**src/rtl/lgs_pkg.sv**
```systemverilog
package lgs_pkg;
    localparam int MODE_W = 2;
    localparam int DIM_W  = 3;
    localparam int SEG_MAX = 12;
    localparam int DIG_MAX = 7;

    // number of digits scanned for a mode code
    function automatic logic [2:0] digits_of(input logic [MODE_W-1:0] m);
        return 3'd4 + {1'b0, m};
    endfunction

    // number of active segments for a mode code
    function automatic logic [3:0] segs_of(input logic [MODE_W-1:0] m);
        return 4'd12 - {2'b00, m};
    endfunction

    // on-time in sixteenths of a slot
    function automatic logic [3:0] sixteenths(input logic [DIM_W-1:0] c);
        case (c)
            3'd0:    return 4'd1;
            3'd1:    return 4'd2;
            3'd2:    return 4'd4;
            default: return 4'd7 + {1'b0, c};
        endcase
    endfunction
endpackage

```
**src/rtl/lgs_duty.sv**
```systemverilog
module lgs_duty #(
    parameter int TICK_W = 4
) (
    input  logic [lgs_pkg::DIM_W-1:0] dim,
    input  logic [TICK_W-1:0]         tick,
    output logic                      gate
);
    localparam int SCALE = TICK_W - 4;
    logic [TICK_W:0] width;

    always_comb begin
        width = {{(TICK_W-3){1'b0}}, lgs_pkg::sixteenths(dim)} << SCALE;
        gate  = ({1'b0, tick} < width);
    end
endmodule

```
**src/rtl/lgs_seg_map.sv**
```systemverilog
module lgs_seg_map (
    input  logic [lgs_pkg::MODE_W-1:0]  mode,
    input  logic [7:0]                  lo,
    input  logic [3:0]                  hi,
    output logic [lgs_pkg::SEG_MAX-1:0] pattern
);
    logic [3:0] nseg;
    assign nseg = lgs_pkg::segs_of(mode);

    for (genvar i = 0; i < lgs_pkg::SEG_MAX; i++) begin : g_seg
        logic raw;
        if (i < 8) begin : g_lo
            assign raw = lo[i];
        end else begin : g_hi
            assign raw = hi[i-8];
        end
        assign pattern[i] = raw & (4'(i) < nseg);
    end
endmodule

```
**src/rtl/lgs_pin_mux.sv**
```systemverilog
module lgs_pin_mux (
    input  logic [lgs_pkg::MODE_W-1:0]  mode,
    input  logic [lgs_pkg::SEG_MAX-1:0] seg,
    input  logic [lgs_pkg::DIG_MAX-1:0] grid,
    output logic [2:0]                  pin
);
    logic [2:0] ndig;
    assign ndig = lgs_pkg::digits_of(mode);

    for (genvar k = 0; k < 3; k++) begin : g_pin
        assign pin[k] = (ndig >= 3'(7 - k)) ? grid[6-k] : seg[9+k];
    end
endmodule

```
**src/rtl/led_grid_scan.sv**
```systemverilog
module led_grid_scan #(
    parameter int TICK_W = 4
) (
    input  logic        clk,
    input  logic        rst_n,
    input  logic [1:0]  mode_sel,
    input  logic        disp_on,
    input  logic [2:0]  dim_sel,
    input  logic        slot_tick,
    output logic [3:0]  rd_addr,
    input  logic [7:0]  rd_lo,
    input  logic [3:0]  rd_hi_nib,
    output logic [11:0] seg_en,
    output logic [6:0]  grid_en,
    output logic [2:0]  shared_pin
);
    import lgs_pkg::*;

    localparam int GRID_W = $clog2(DIG_MAX);
    localparam logic [TICK_W-1:0] TICK_LAST = {TICK_W{1'b1}};

    typedef struct packed {
        logic [MODE_W-1:0] mode;
        logic              on;
        logic [DIM_W-1:0]  dim;
        logic [TICK_W-1:0] tick;
        logic [GRID_W-1:0] grid;
    } scan_t;

    scan_t st_d, st_q;
    logic [SEG_MAX-1:0] pattern;
    logic               gate;
    logic [2:0]         ndig;

    assign ndig = digits_of(st_q.mode);

    always_comb begin
        st_d      = st_q;
        st_d.mode = mode_sel;
        st_d.on   = disp_on;
        st_d.dim  = dim_sel;
        if (mode_sel != st_q.mode) begin
            st_d.tick = '0;
            st_d.grid = '0;
        end else if (slot_tick) begin
            st_d.tick = st_q.tick + 1'b1;
            if (st_q.tick == TICK_LAST) begin
                st_d.grid = (st_q.grid == GRID_W'(ndig - 3'd1)) ? '0 : st_q.grid + 1'b1;
            end
        end
    end

    always_ff @(posedge clk or negedge rst_n) begin
        if (!rst_n) begin
            st_q <= '{mode: 2'b11, on: 1'b0, dim: '0, tick: '0, grid: '0};
        end else begin
            st_q <= st_d;
        end
    end

    lgs_duty #(.TICK_W(TICK_W)) u_duty (
        .dim  (st_q.dim),
        .tick (st_q.tick),
        .gate (gate)
    );

    lgs_seg_map u_map (
        .mode    (st_q.mode),
        .lo      (rd_lo),
        .hi      (rd_hi_nib),
        .pattern (pattern)
    );

    assign rd_addr = {st_q.grid, 1'b0};
    assign grid_en = st_q.on ? (7'd1 << st_q.grid) : 7'd0;
    assign seg_en  = (st_q.on && gate) ? pattern : 12'd0;

    lgs_pin_mux u_mux (
        .mode (st_q.mode),
        .seg  (seg_en),
        .grid (grid_en),
        .pin  (shared_pin)
    );

    // exported for the bound checker
    logic [1:0]        mode_q_w;
    logic              on_q_w;
    logic [TICK_W-1:0] tick_q_w;
    logic [GRID_W-1:0] grid_q_w;
    assign mode_q_w = st_q.mode;
    assign on_q_w   = st_q.on;
    assign tick_q_w = st_q.tick;
    assign grid_q_w = st_q.grid;
endmodule


```
**config.mk**
```make
export PLATFORM = sky130hd
export DESIGN_NAME = led_grid_scan
export DESIGN_NICKNAME = d
export VERILOG_FILES = /design/src/rtl/lgs_pkg.sv /design/src/rtl/lgs_duty.sv /design/src/rtl/lgs_seg_map.sv /design/src/rtl/lgs_pin_mux.sv /design/src/rtl/led_grid_scan.sv
export SDC_FILE = /design/constraint.sdc
export NUM_CORES = 1
export LEC_CHECK = 0
export BUFFER_PORTS_ARGS = -buffer_cell sky130_fd_sc_hd__buf_2
export CAP_MARGIN = 10
export CORE_MARGIN = 10
export CORE_UTILIZATION = 35
export DETAILED_ROUTE_END_ITERATION = 7
export REMOVE_ABC_BUFFERS = 1
export SLEW_MARGIN = 20
export SYNTH_ARGS = -nofsm -noshare
export SYNTH_HDL_FRONTEND = slang
export SYNTH_SLANG_ARGS = --single-unit
```
**constraint.sdc**
```tcl
create_clock -name clk -period 3.21 [get_ports clk]
set_input_delay 0.1605 -clock clk [delete_from_list [all_inputs] [get_ports clk]]
set_output_delay 0.1605 -clock clk [all_outputs]
set_load 0.1 [all_outputs]
```
==> run_summary.xml, run 1 <==
<?xml version="1.0" encoding="UTF-8"?>
<metrics>
  <group name="status">
    <metric name="outcome" unit="">finished clean</metric>
  </group>
  <group name="place">
    <metric name="place.detailed.hpwl" unit="um">2222</metric>
    <metric name="port-buffer-count" unit="">45</metric>
    <metric name="finalWeightedCongestion" unit="">0.7963</metric>
    <metric name="number_of_placed_instances_with_taps_included" unit="">196</metric>
  </group>
  <group name="layout">
    <metric name="postLayoutCoreUtil" unit="">0.4905</metric>
    <metric name="layout.filler_cells" unit="">276</metric>
    <metric name="area_growth_syn_to_layout" unit="%">31.24</metric>
    <metric name="fraction_of_layout_cells_with_a_size_suffix_above_1" unit="">0.3011</metric>
    <metric name="fin_nets" unit="">216</metric>
    <metric name="layout_commonest_cell" unit="">sky130_fd_sc_hd__buf_2</metric>
    <metric name="fin_cells" unit="">207</metric>
    <metric name="final_cell_mix" unit="">sky130_fd_sc_hd__buf_2 (45), sky130_fd_sc_hd__nor2_1 (27), sky130_fd_sc_hd__inv_1 (18), sky130_fd_sc_hd__ha_1 (18), sky130_fd_sc_hd__dfrtp_1 (11)</metric>
    <metric name="antenna-diode-count" unit="">0</metric>
  </group>
  <group name="synthesis">
    <metric name="synth-seq-area-share" unit="">0.3101</metric>
    <metric name="ys_ff_latch" unit="">13</metric>
    <metric name="postSynth.topFlopCell" unit="">sky130_fd_sc_hd__dfrtp_1</metric>
    <metric name="synth_warnings" unit="">0</metric>
    <metric name="synth_cells" unit="">124</metric>
    <metric name="post_synth_instance_area" unit="um^2">1057</metric>
    <metric name="async_flop_share" unit="">1.000</metric>
    <metric name="synth.lib_cells_used.distinct" unit="">28</metric>
    <metric name="synth_edf_count" unit="">0</metric>
    <metric name="synthesis.area_per_instance" unit="um^2">8.526</metric>
  </group>
  <group name="floorplanning">
    <metric name="design.die.area" unit="um^2">5619</metric>
    <metric name="rows" unit="">19</metric>
    <metric name="initial_core_util" unit="">0.3737</metric>
    <metric name="chipWidth" unit="um">74.96</metric>
    <metric name="core" unit="um^2">2829</metric>
    <metric name="design.portCount" unit="">47</metric>
    <metric name="die_height" unit="um">74.96</metric>
  </group>
  <group name="sta">
    <metric name="fin_tns_setup" unit="ns">0</metric>
    <metric name="rsz0062_at_grt" unit="">false</metric>
    <metric name="timing_hold_violations_final" unit="">0</metric>
    <metric name="period_needed" unit="ns">2.964</metric>
    <metric name="setup_viol" unit="">0</metric>
    <metric name="finalCritPeriodShare" unit="">0.9234</metric>
    <metric name="final_max_slew_viol_count" unit="">0</metric>
    <metric name="max_freq" unit="MHz">337.4</metric>
    <metric name="timing.hold.ws" unit="ns">0.2273</metric>
    <metric name="clock_skew" unit="ns">0.006166</metric>
  </group>
  <group name="pwr">
    <metric name="power_density" unit="nW/um^2">339.8</metric>
    <metric name="static-leakage-power" unit="nW">0.8163</metric>
    <metric name="maximum_vdd_drop" unit="uV">237.9</metric>
  </group>
  <group name="cts">
    <metric name="clk_path_buf_depth" unit="">2</metric>
    <metric name="clkSlewWorstSetupHoldPaths" unit="ns">0.07</metric>
    <metric name="cts_root_buffer" unit="">sky130_fd_sc_hd__clkbuf_4</metric>
    <metric name="post_cts_resized" unit="">0</metric>
    <metric name="total_clock_buffers_created_by_cts" unit="">3</metric>
    <metric name="clock_tree.htree_level_count" unit="">1</metric>
    <metric name="clock-sinks" unit="">13</metric>
    <metric name="worstSkewPairLatency" unit="ns">0.26</metric>
    <metric name="cts_tree" unit="">yes</metric>
  </group>
  <group name="global_route">
    <metric name="grt_first_pass_wirelength" unit="um">4146</metric>
    <metric name="gr-total-overflow" unit="">0</metric>
    <metric name="via_count_of_the_first_global_routing_pass" unit="">963</metric>
    <metric name="grt_usage" unit="">0.08966</metric>
    <metric name="initial_antenna_violation_count" unit="">0</metric>
    <metric name="maximum_number_of_pins_on_one_net_before_global_route_repair" unit="">14</metric>
  </group>
  <group name="flow_run">
    <metric name="max_cap_viol_count" unit="">0</metric>
  </group>
  <group name="drt">
    <metric name="initialDrtViolationCount" unit="">13</metric>
    <metric name="postRouteAntennaNets" unit="">0</metric>
    <metric name="met1_length" unit="um">1071</metric>
    <metric name="routed.top_layer" unit="">met3</metric>
    <metric name="num_vias" unit="">972</metric>
    <metric name="detailroute.wirelength.met3" unit="um">218</metric>
    <metric name="drc" unit="">0</metric>
    <metric name="route.final.wire_length" unit="um">2520</metric>
    <metric name="met2_length" unit="um">1230</metric>
    <metric name="drt-pass1-iter-count" unit="">4</metric>
    <metric name="vias_per_cell" unit="">4.696</metric>
    <metric name="avgRoutedWirePerCell" unit="um">12.17</metric>
  </group>
  <group name="critical_path">
    <metric name="worst-endpoint-required" unit="ns">3.05</metric>
    <metric name="setup.reg_to_reg.worst_slack" unit="ns">1.41</metric>
    <metric name="critPathMaxFanout" unit="">7</metric>
    <metric name="critPathLaunchType" unit="">register</metric>
    <metric name="arrival" unit="ns">2.80</metric>
    <metric name="crit_type" unit="">reg2out</metric>
    <metric name="crit_path_end_kind" unit="">output pin</metric>
  </group>
  <group name="min_path">
    <metric name="hold_class" unit="">in2reg</metric>
  </group>
</metrics>
[registers in the layout, summed over array words and instances (netlist names)]
name / cells
st_q: 3
grid_q_w: 3
mode_q_w: 2
tick_q_w: 4
on_q_w: 1
[final timing paths]
check                             from            end  cells past startpoint
max reg2reg                mode_q_w[0]    grid_q_w[2]                      5
min reg2reg                tick_q_w[3]    tick_q_w[3]                      2
min                          slot_tick    tick_q_w[0]                      3
min in group asynchronous        rst_n    grid_q_w[0]                      2
max in group asynchronous        rst_n    mode_q_w[0]                      2
max                            st_q[7]  shared_pin[1]                     12
[final cells by class]
cell class / count / area (um^2) / area share
Inverter: 18 / 67.56 / 0.04869
Sequential cell: 13 / 327.8 / 0.2362
Clock buffer: 4 / 26.28 / 0.01894
Multi-Input combinational cell: 88 / 624.3 / 0.4500
Timing Repair Buffer: 53 / 302.8 / 0.2182
Tap cell: 31 / 38.79 / 0.02795
[kinds of logic (layout without fill, tap and decap cells)]
family	count (synthesis)	in the layout	share of synthesized area
buffers and inverters	23	75	0.09941
AO/OA/AOI/OAI	14	14	0.1018
XOR/XNOR	8	8	0.06627
flip-flops	13	13	0.3101
AND/OR/NAND/NOR	44	44	0.1775
other	1	1	0.003547
adder cells (fa/ha/maj)	18	18	0.2130
multiplexers	3	3	0.02840
[critical path, stage by stage, from the launching register on]
cell	delay (ns)
sky130_fd_sc_hd__dfrtp_1	0.40
sky130_fd_sc_hd__inv_1	0.09
sky130_fd_sc_hd__ha_1	0.21
sky130_fd_sc_hd__nor2_1	0.14
sky130_fd_sc_hd__o21ai_0	0.10
sky130_fd_sc_hd__nor2_1	0.09
sky130_fd_sc_hd__nor2_1	0.04
sky130_fd_sc_hd__ha_1	0.29
sky130_fd_sc_hd__nand2_1	0.09
sky130_fd_sc_hd__nand3_1	0.07
sky130_fd_sc_hd__o21a_1	0.26
sky130_fd_sc_hd__o41ai_2	0.28
sky130_fd_sc_hd__buf_2	0.47
[Yosys cell counts (2+ instances only)]
library cell / number / area share
sky130_fd_sc_hd__and3_1: 2 / 0.012
sky130_fd_sc_hd__buf_4: 5 / 0.036
sky130_fd_sc_hd__dfrtp_1: 11 / 0.26
sky130_fd_sc_hd__dfstp_2: 2 / 0.050
sky130_fd_sc_hd__ha_1: 18 / 0.21
sky130_fd_sc_hd__inv_1: 18 / 0.064
sky130_fd_sc_hd__mux2i_1: 3 / 0.028
sky130_fd_sc_hd__nand2_1: 8 / 0.028
sky130_fd_sc_hd__nand3_1: 2 / 0.0095
sky130_fd_sc_hd__nand4_1: 2 / 0.012
sky130_fd_sc_hd__nor2_1: 27 / 0.096
sky130_fd_sc_hd__o21ai_0: 3 / 0.014
sky130_fd_sc_hd__o22ai_1: 2 / 0.012
sky130_fd_sc_hd__xnor2_1: 3 / 0.025
sky130_fd_sc_hd__xor2_1: 5 / 0.041
[routing by layer]
layer | track usage | vias to the layer above
met2 | 0.1667 | 28
met1 | 0.09932 | 443
li1 | - | 501
met5 | 0 | -
met3 | 0.02760 | 0
met4 | 0.01261 | 0
[metrics by stage]
stage               area, um^2  total power, mW  setup slack [ns]
finish                    1388           0.4715            0.2458
global route              1388           0.5043           0.01564
CTS                       1368           0.4767            0.2130
detailed placement        1291           0.3766            0.5116
global placement          1291           0.3725            0.5835
floorplan                 1020           0.3324           -0.9060
[where the power goes]
part / leakage, nW / internal (mW) / switching, mW / total (mW)
registers: 0.165 / 0.170 / 0.00831 / 0.178
logic: 0.636 / 0.0466 / 0.154 / 0.200
clock network: 0.0150 / 0.0479 / 0.0448 / 0.0928
total: 0.816 / 0.265 / 0.207 / 0.471
[timing repair]
action | CTS | global route
hold buffers | 5 | 2
buffers inserted | 0 | 0
endpoints found under the hold margin | 15 | 2
endpoints found under the setup margin | 0 | 0
(Power assumes the default switching activity.)
==> run 2: changes to the inputs <==
--- a/config.mk
+++ b/config.mk
@@ -14,4 +14,5 @@
 export SLEW_MARGIN = 20
 export SYNTH_ARGS = -nofsm -noshare
 export SYNTH_HDL_FRONTEND = slang
+export SYNTH_HIERARCHICAL = 1
 export SYNTH_SLANG_ARGS = --single-unit
==> run 2 against run 1 <==
- routed wire length up 11%
- critical path type unchanged
- sequential cell count unchanged
- sequential share of layout area down 2.0 points
- utilization up 0.30 points
- critical path depth down 1
- synthesized cell count down 3.2%
- highest routed layer is now met4
- largest cell class unchanged
- design area up 9.5%
- sequential power about the same
- combinational power down 8%
- global-route usage down 0.34 points
- clock-buffer cell count unchanged
==> run_summary.xml, run 2 <==
<?xml version="1.0" encoding="UTF-8"?>
<metrics>
  <group name="sta">
    <metric name="period_needed" unit="ns">3.032</metric>
    <metric name="final_max_slew_viol_count" unit="">0</metric>
    <metric name="rsz0062_at_grt" unit="">false</metric>
    <metric name="postLayoutSetupSlackWorst" unit="ns">0.1784</metric>
    <metric name="finalCritPeriodShare" unit="">0.9444</metric>
    <metric name="fin_tns_setup" unit="ns">0</metric>
    <metric name="setup_viol" unit="">0</metric>
    <metric name="clock_skew" unit="ns">0.004465</metric>
    <metric name="max_freq" unit="MHz">329.9</metric>
    <metric name="timing_hold_violations_final" unit="">0</metric>
  </group>
  <group name="global_route">
    <metric name="via_count_of_the_first_global_routing_pass" unit="">993</metric>
    <metric name="grt_first_pass_wirelength" unit="um">4478</metric>
    <metric name="gr-total-overflow" unit="">0</metric>
    <metric name="grt_usage" unit="">0.08621</metric>
    <metric name="initial_antenna_violation_count" unit="">0</metric>
    <metric name="maximum_number_of_pins_on_one_net_before_global_route_repair" unit="">18</metric>
  </group>
  <group name="place">
    <metric name="port-buffer-count" unit="">45</metric>
    <metric name="place_ws" unit="ns">0.1791</metric>
    <metric name="place.detailed.hpwl" unit="um">2193</metric>
    <metric name="finalWeightedCongestion" unit="">0.7574</metric>
    <metric name="area_after_dpl" unit="um^2">1358</metric>
  </group>
  <group name="synthesis">
    <metric name="synth_largest_type_area_fraction" unit="">0.2418</metric>
    <metric name="synth_area_leaders" unit="">sky130_fd_sc_hd__dfrtp_1 (24%), sky130_fd_sc_hd__ha_1 (14%), sky130_fd_sc_hd__and3_1 (8.2%)</metric>
    <metric name="synth_cells" unit="">120</metric>
    <metric name="async_flop_share" unit="">1.000</metric>
    <metric name="synth_common_cells" unit="">sky130_fd_sc_hd__and3_1 (15), sky130_fd_sc_hd__ha_1 (13), sky130_fd_sc_hd__buf_4 (12)</metric>
    <metric name="synthMostInstantiatedCell" unit="">sky130_fd_sc_hd__and3_1</metric>
    <metric name="synth-seq-area-share" unit="">0.2879</metric>
    <metric name="synth.lib_cells_used.distinct" unit="">39</metric>
    <metric name="yosys.area.top_type" unit="">sky130_fd_sc_hd__dfrtp_1</metric>
    <metric name="synthesis.area_per_instance" unit="um^2">9.488</metric>
    <metric name="synth_warnings" unit="">6</metric>
    <metric name="post_synth_instance_area" unit="um^2">1139</metric>
    <metric name="synth_edf_count" unit="">0</metric>
    <metric name="ys_ff_latch" unit="">13</metric>
    <metric name="postSynth.topFlopCell" unit="">sky130_fd_sc_hd__dfrtp_1</metric>
  </group>
  <group name="layout">
    <metric name="final_cell_mix" unit="">sky130_fd_sc_hd__buf_2 (30), sky130_fd_sc_hd__and3_1 (15), sky130_fd_sc_hd__clkbuf_4 (15), sky130_fd_sc_hd__ha_1 (13), sky130_fd_sc_hd__dfrtp_1 (11)</metric>
    <metric name="fin_nets" unit="">195</metric>
    <metric name="fraction_of_layout_cells_with_a_size_suffix_above_1" unit="">0.4188</metric>
    <metric name="multi_input_area" unit="um^2">719.4</metric>
    <metric name="largest_reg_flops" unit="">4</metric>
    <metric name="layout.filler_cells" unit="">301</metric>
    <metric name="regArea" unit="um^2">327.8</metric>
    <metric name="finish.instance_area" unit="um^2">1519</metric>
    <metric name="layout_commonest_cell" unit="">sky130_fd_sc_hd__buf_2</metric>
    <metric name="antenna-diode-count" unit="">0</metric>
    <metric name="area_growth_syn_to_layout" unit="%">33.41</metric>
  </group>
  <group name="pwr">
    <metric name="power_density" unit="nW/um^2">304.9</metric>
    <metric name="maximum_vdd_drop" unit="uV">221.2</metric>
    <metric name="static-leakage-power" unit="nW">0.7898</metric>
    <metric name="post-layout-total-power" unit="mW">0.4632</metric>
  </group>
  <group name="cts">
    <metric name="total_clock_buffers_created_by_cts" unit="">3</metric>
    <metric name="clk_path_buf_depth" unit="">2</metric>
    <metric name="cts_tree" unit="">yes</metric>
    <metric name="clock-sinks" unit="">13</metric>
    <metric name="clock_tree.htree_level_count" unit="">1</metric>
    <metric name="post_cts_buffers" unit="">0</metric>
    <metric name="cts_root_buffer" unit="">sky130_fd_sc_hd__clkbuf_4</metric>
    <metric name="worstSkewPairLatency" unit="ns">0.27</metric>
    <metric name="clkSlewWorstSetupHoldPaths" unit="ns">0.08</metric>
  </group>
  <group name="status">
    <metric name="outcome" unit="">finished clean</metric>
  </group>
  <group name="critical_path">
    <metric name="crit_type" unit="">reg2out</metric>
    <metric name="critPathLaunchType" unit="">register</metric>
    <metric name="arrival" unit="ns">2.87</metric>
    <metric name="cp_slowest_cell" unit="">sky130_fd_sc_hd__dfrtp_1</metric>
    <metric name="max_stage_delay" unit="ns">0.41</metric>
    <metric name="crit_path_end_kind" unit="">output pin</metric>
    <metric name="worst-endpoint-required" unit="ns">3.05</metric>
    <metric name="critPathMaxFanout" unit="">6</metric>
    <metric name="cp.buffers_inverters" unit="">2</metric>
    <metric name="path_delay_family" unit="">compound AO/OA/AOI/OAI gates</metric>
    <metric name="crit_path_cell_chain" unit="">inv_2, ha_1, a2111oi_4, nor2_2, ha_1, nand2_1, o21ai_4, o21ai_4, and3_1, mux2_1, buf_12</metric>
  </group>
  <group name="floorplanning">
    <metric name="design.portCount" unit="">47</metric>
    <metric name="rows" unit="">20</metric>
    <metric name="chipWidth" unit="um">77.04</metric>
    <metric name="initial_core_util" unit="">0.3699</metric>
    <metric name="core" unit="um^2">3078</metric>
    <metric name="design.die.area" unit="um^2">5934</metric>
    <metric name="die_height" unit="um">77.04</metric>
  </group>
  <group name="drt">
    <metric name="num_vias" unit="">951</metric>
    <metric name="drt-pass1-iter-count" unit="">4</metric>
    <metric name="postRouteAntennaNets" unit="">0</metric>
    <metric name="initialDrtViolationCount" unit="">23</metric>
    <metric name="drc" unit="">0</metric>
    <metric name="vias_per_cell" unit="">4.662</metric>
    <metric name="avgRoutedWirePerCell" unit="um">13.75</metric>
    <metric name="route.final.wire_length" unit="um">2804</metric>
  </group>
  <group name="min_path">
    <metric name="hold_class" unit="">in2reg</metric>
  </group>
  <group name="flow_run">
    <metric name="max_cap_viol_count" unit="">0</metric>
  </group>
</metrics>
==> run 2: changes by cell type in the layout (fill, tap and decap cells not counted), moves of 3 or more <==
cell	before	now
sky130_fd_sc_hd__and2_1	1	4
sky130_fd_sc_hd__and3_1	2	15
sky130_fd_sc_hd__buf_12	0	3
sky130_fd_sc_hd__buf_2	45	30
sky130_fd_sc_hd__clkbuf_4	3	15
sky130_fd_sc_hd__ha_1	18	13
sky130_fd_sc_hd__inv_1	18	6
sky130_fd_sc_hd__nand2_1	8	4
sky130_fd_sc_hd__nor2_1	27	9
sky130_fd_sc_hd__o21ai_0	3	0
sky130_fd_sc_hd__xor2_1	5	2
==> run 2: path summary, 6_finish.rpt <==
path	cells past startpoint	startpoint	endpoint	slack, ns
worst max-delay path	11	st_q[7]	shared_pin[2]	0.18
worst min-delay path	1	mode_sel[0]	mode_q_w[0]	0.02
worst max register to register	5	mode_q_w[1]	grid_q_w[0]	1.53
worst min register to register	2	tick_q_w[1]	tick_q_w[1]	0.62
max in group asynchronous	2	rst_n	mode_q_w[0]	2.64
min in group asynchronous	2	rst_n	tick_q_w[0]	0.29
==> run 2: metrics by stage <==
| step | hold WS (ns) | utilization | instances |
|---|---|---|---|
| 6_report | 0.01597 | 0.4935 | 204 |
| 5_1_grt | 0.001568 | 0.4935 | 204 |
| 4_1_cts | 0.005838 | 0.4671 | 202 |
| 3_5_place_dp | 0.06183 | 0.4411 | 193 |
| 3_3_place_gp | 0.05887 | 0.4411 | 193 |
| 2_1_floorplan | -0.1351 | - | 104 |
==> run 2: kinds of logic (layout without fill, tap and decap cells) <==
| family | count (synthesis) | count (layout) | share of synthesized area |
|---|---|---|---|
| AO/OA/AOI/OAI | 12 | 13 | 0.09891 |
| XOR/XNOR | 8 | 8 | 0.07472 |
| adder cells (fa/ha/maj) | 13 | 13 | 0.1429 |
| buffers and inverters | 24 | 63 | 0.1198 |
| flip-flops | 13 | 13 | 0.2879 |
| multiplexers | 5 | 5 | 0.05054 |
| other | 1 | 1 | 0.003294 |
| AND/OR/NAND/NOR | 44 | 44 | 0.2220 |
==> run 2: cell type report <==
type	instances	share of cell area
multi-input cells	84	0.4736
repair buffers	51	0.2372
clock buffers	4	0.01730
well taps	44	0.03624
inverters	8	0.01977
flip-flops and latches	13	0.2158
==> run 2: what timing repair did <==
action	in CTS	in global routing
hold buffers	5	1
endpoints found under the hold margin	15	1
pin swaps	0	1
setup endpoints to repair	15	15
cloned	0	1
gates resized for setup	1	20
==> run 2: power breakdown <==
group | leakage [nW] | total [mW] | switching [mW] | internal, mW
sequential | 0.165 | 0.180 | 0.00984 | 0.170
clock | 0.0150 | 0.0989 | 0.0509 | 0.0481
combinational | 0.610 | 0.184 | 0.128 | 0.0563
total | 0.790 | 0.463 | 0.189 | 0.274
==> run 2: worst register-to-register path, cell delays in order (launching register included) <==
cell and delay, ns:
sky130_fd_sc_hd__dfstp_2 0.64, sky130_fd_sc_hd__inv_1 0.07, sky130_fd_sc_hd__ha_1 0.28, sky130_fd_sc_hd__xnor2_1 0.15, sky130_fd_sc_hd__o311ai_1 0.31, sky130_fd_sc_hd__a21oi_1 0.11
==> run 2: routing by layer <==
layer	track usage	wire [um]
met1	0.1089	1346
met2	0.1332	1141
met3	0.03730	301
met4	0.01642	15
met5	0	0
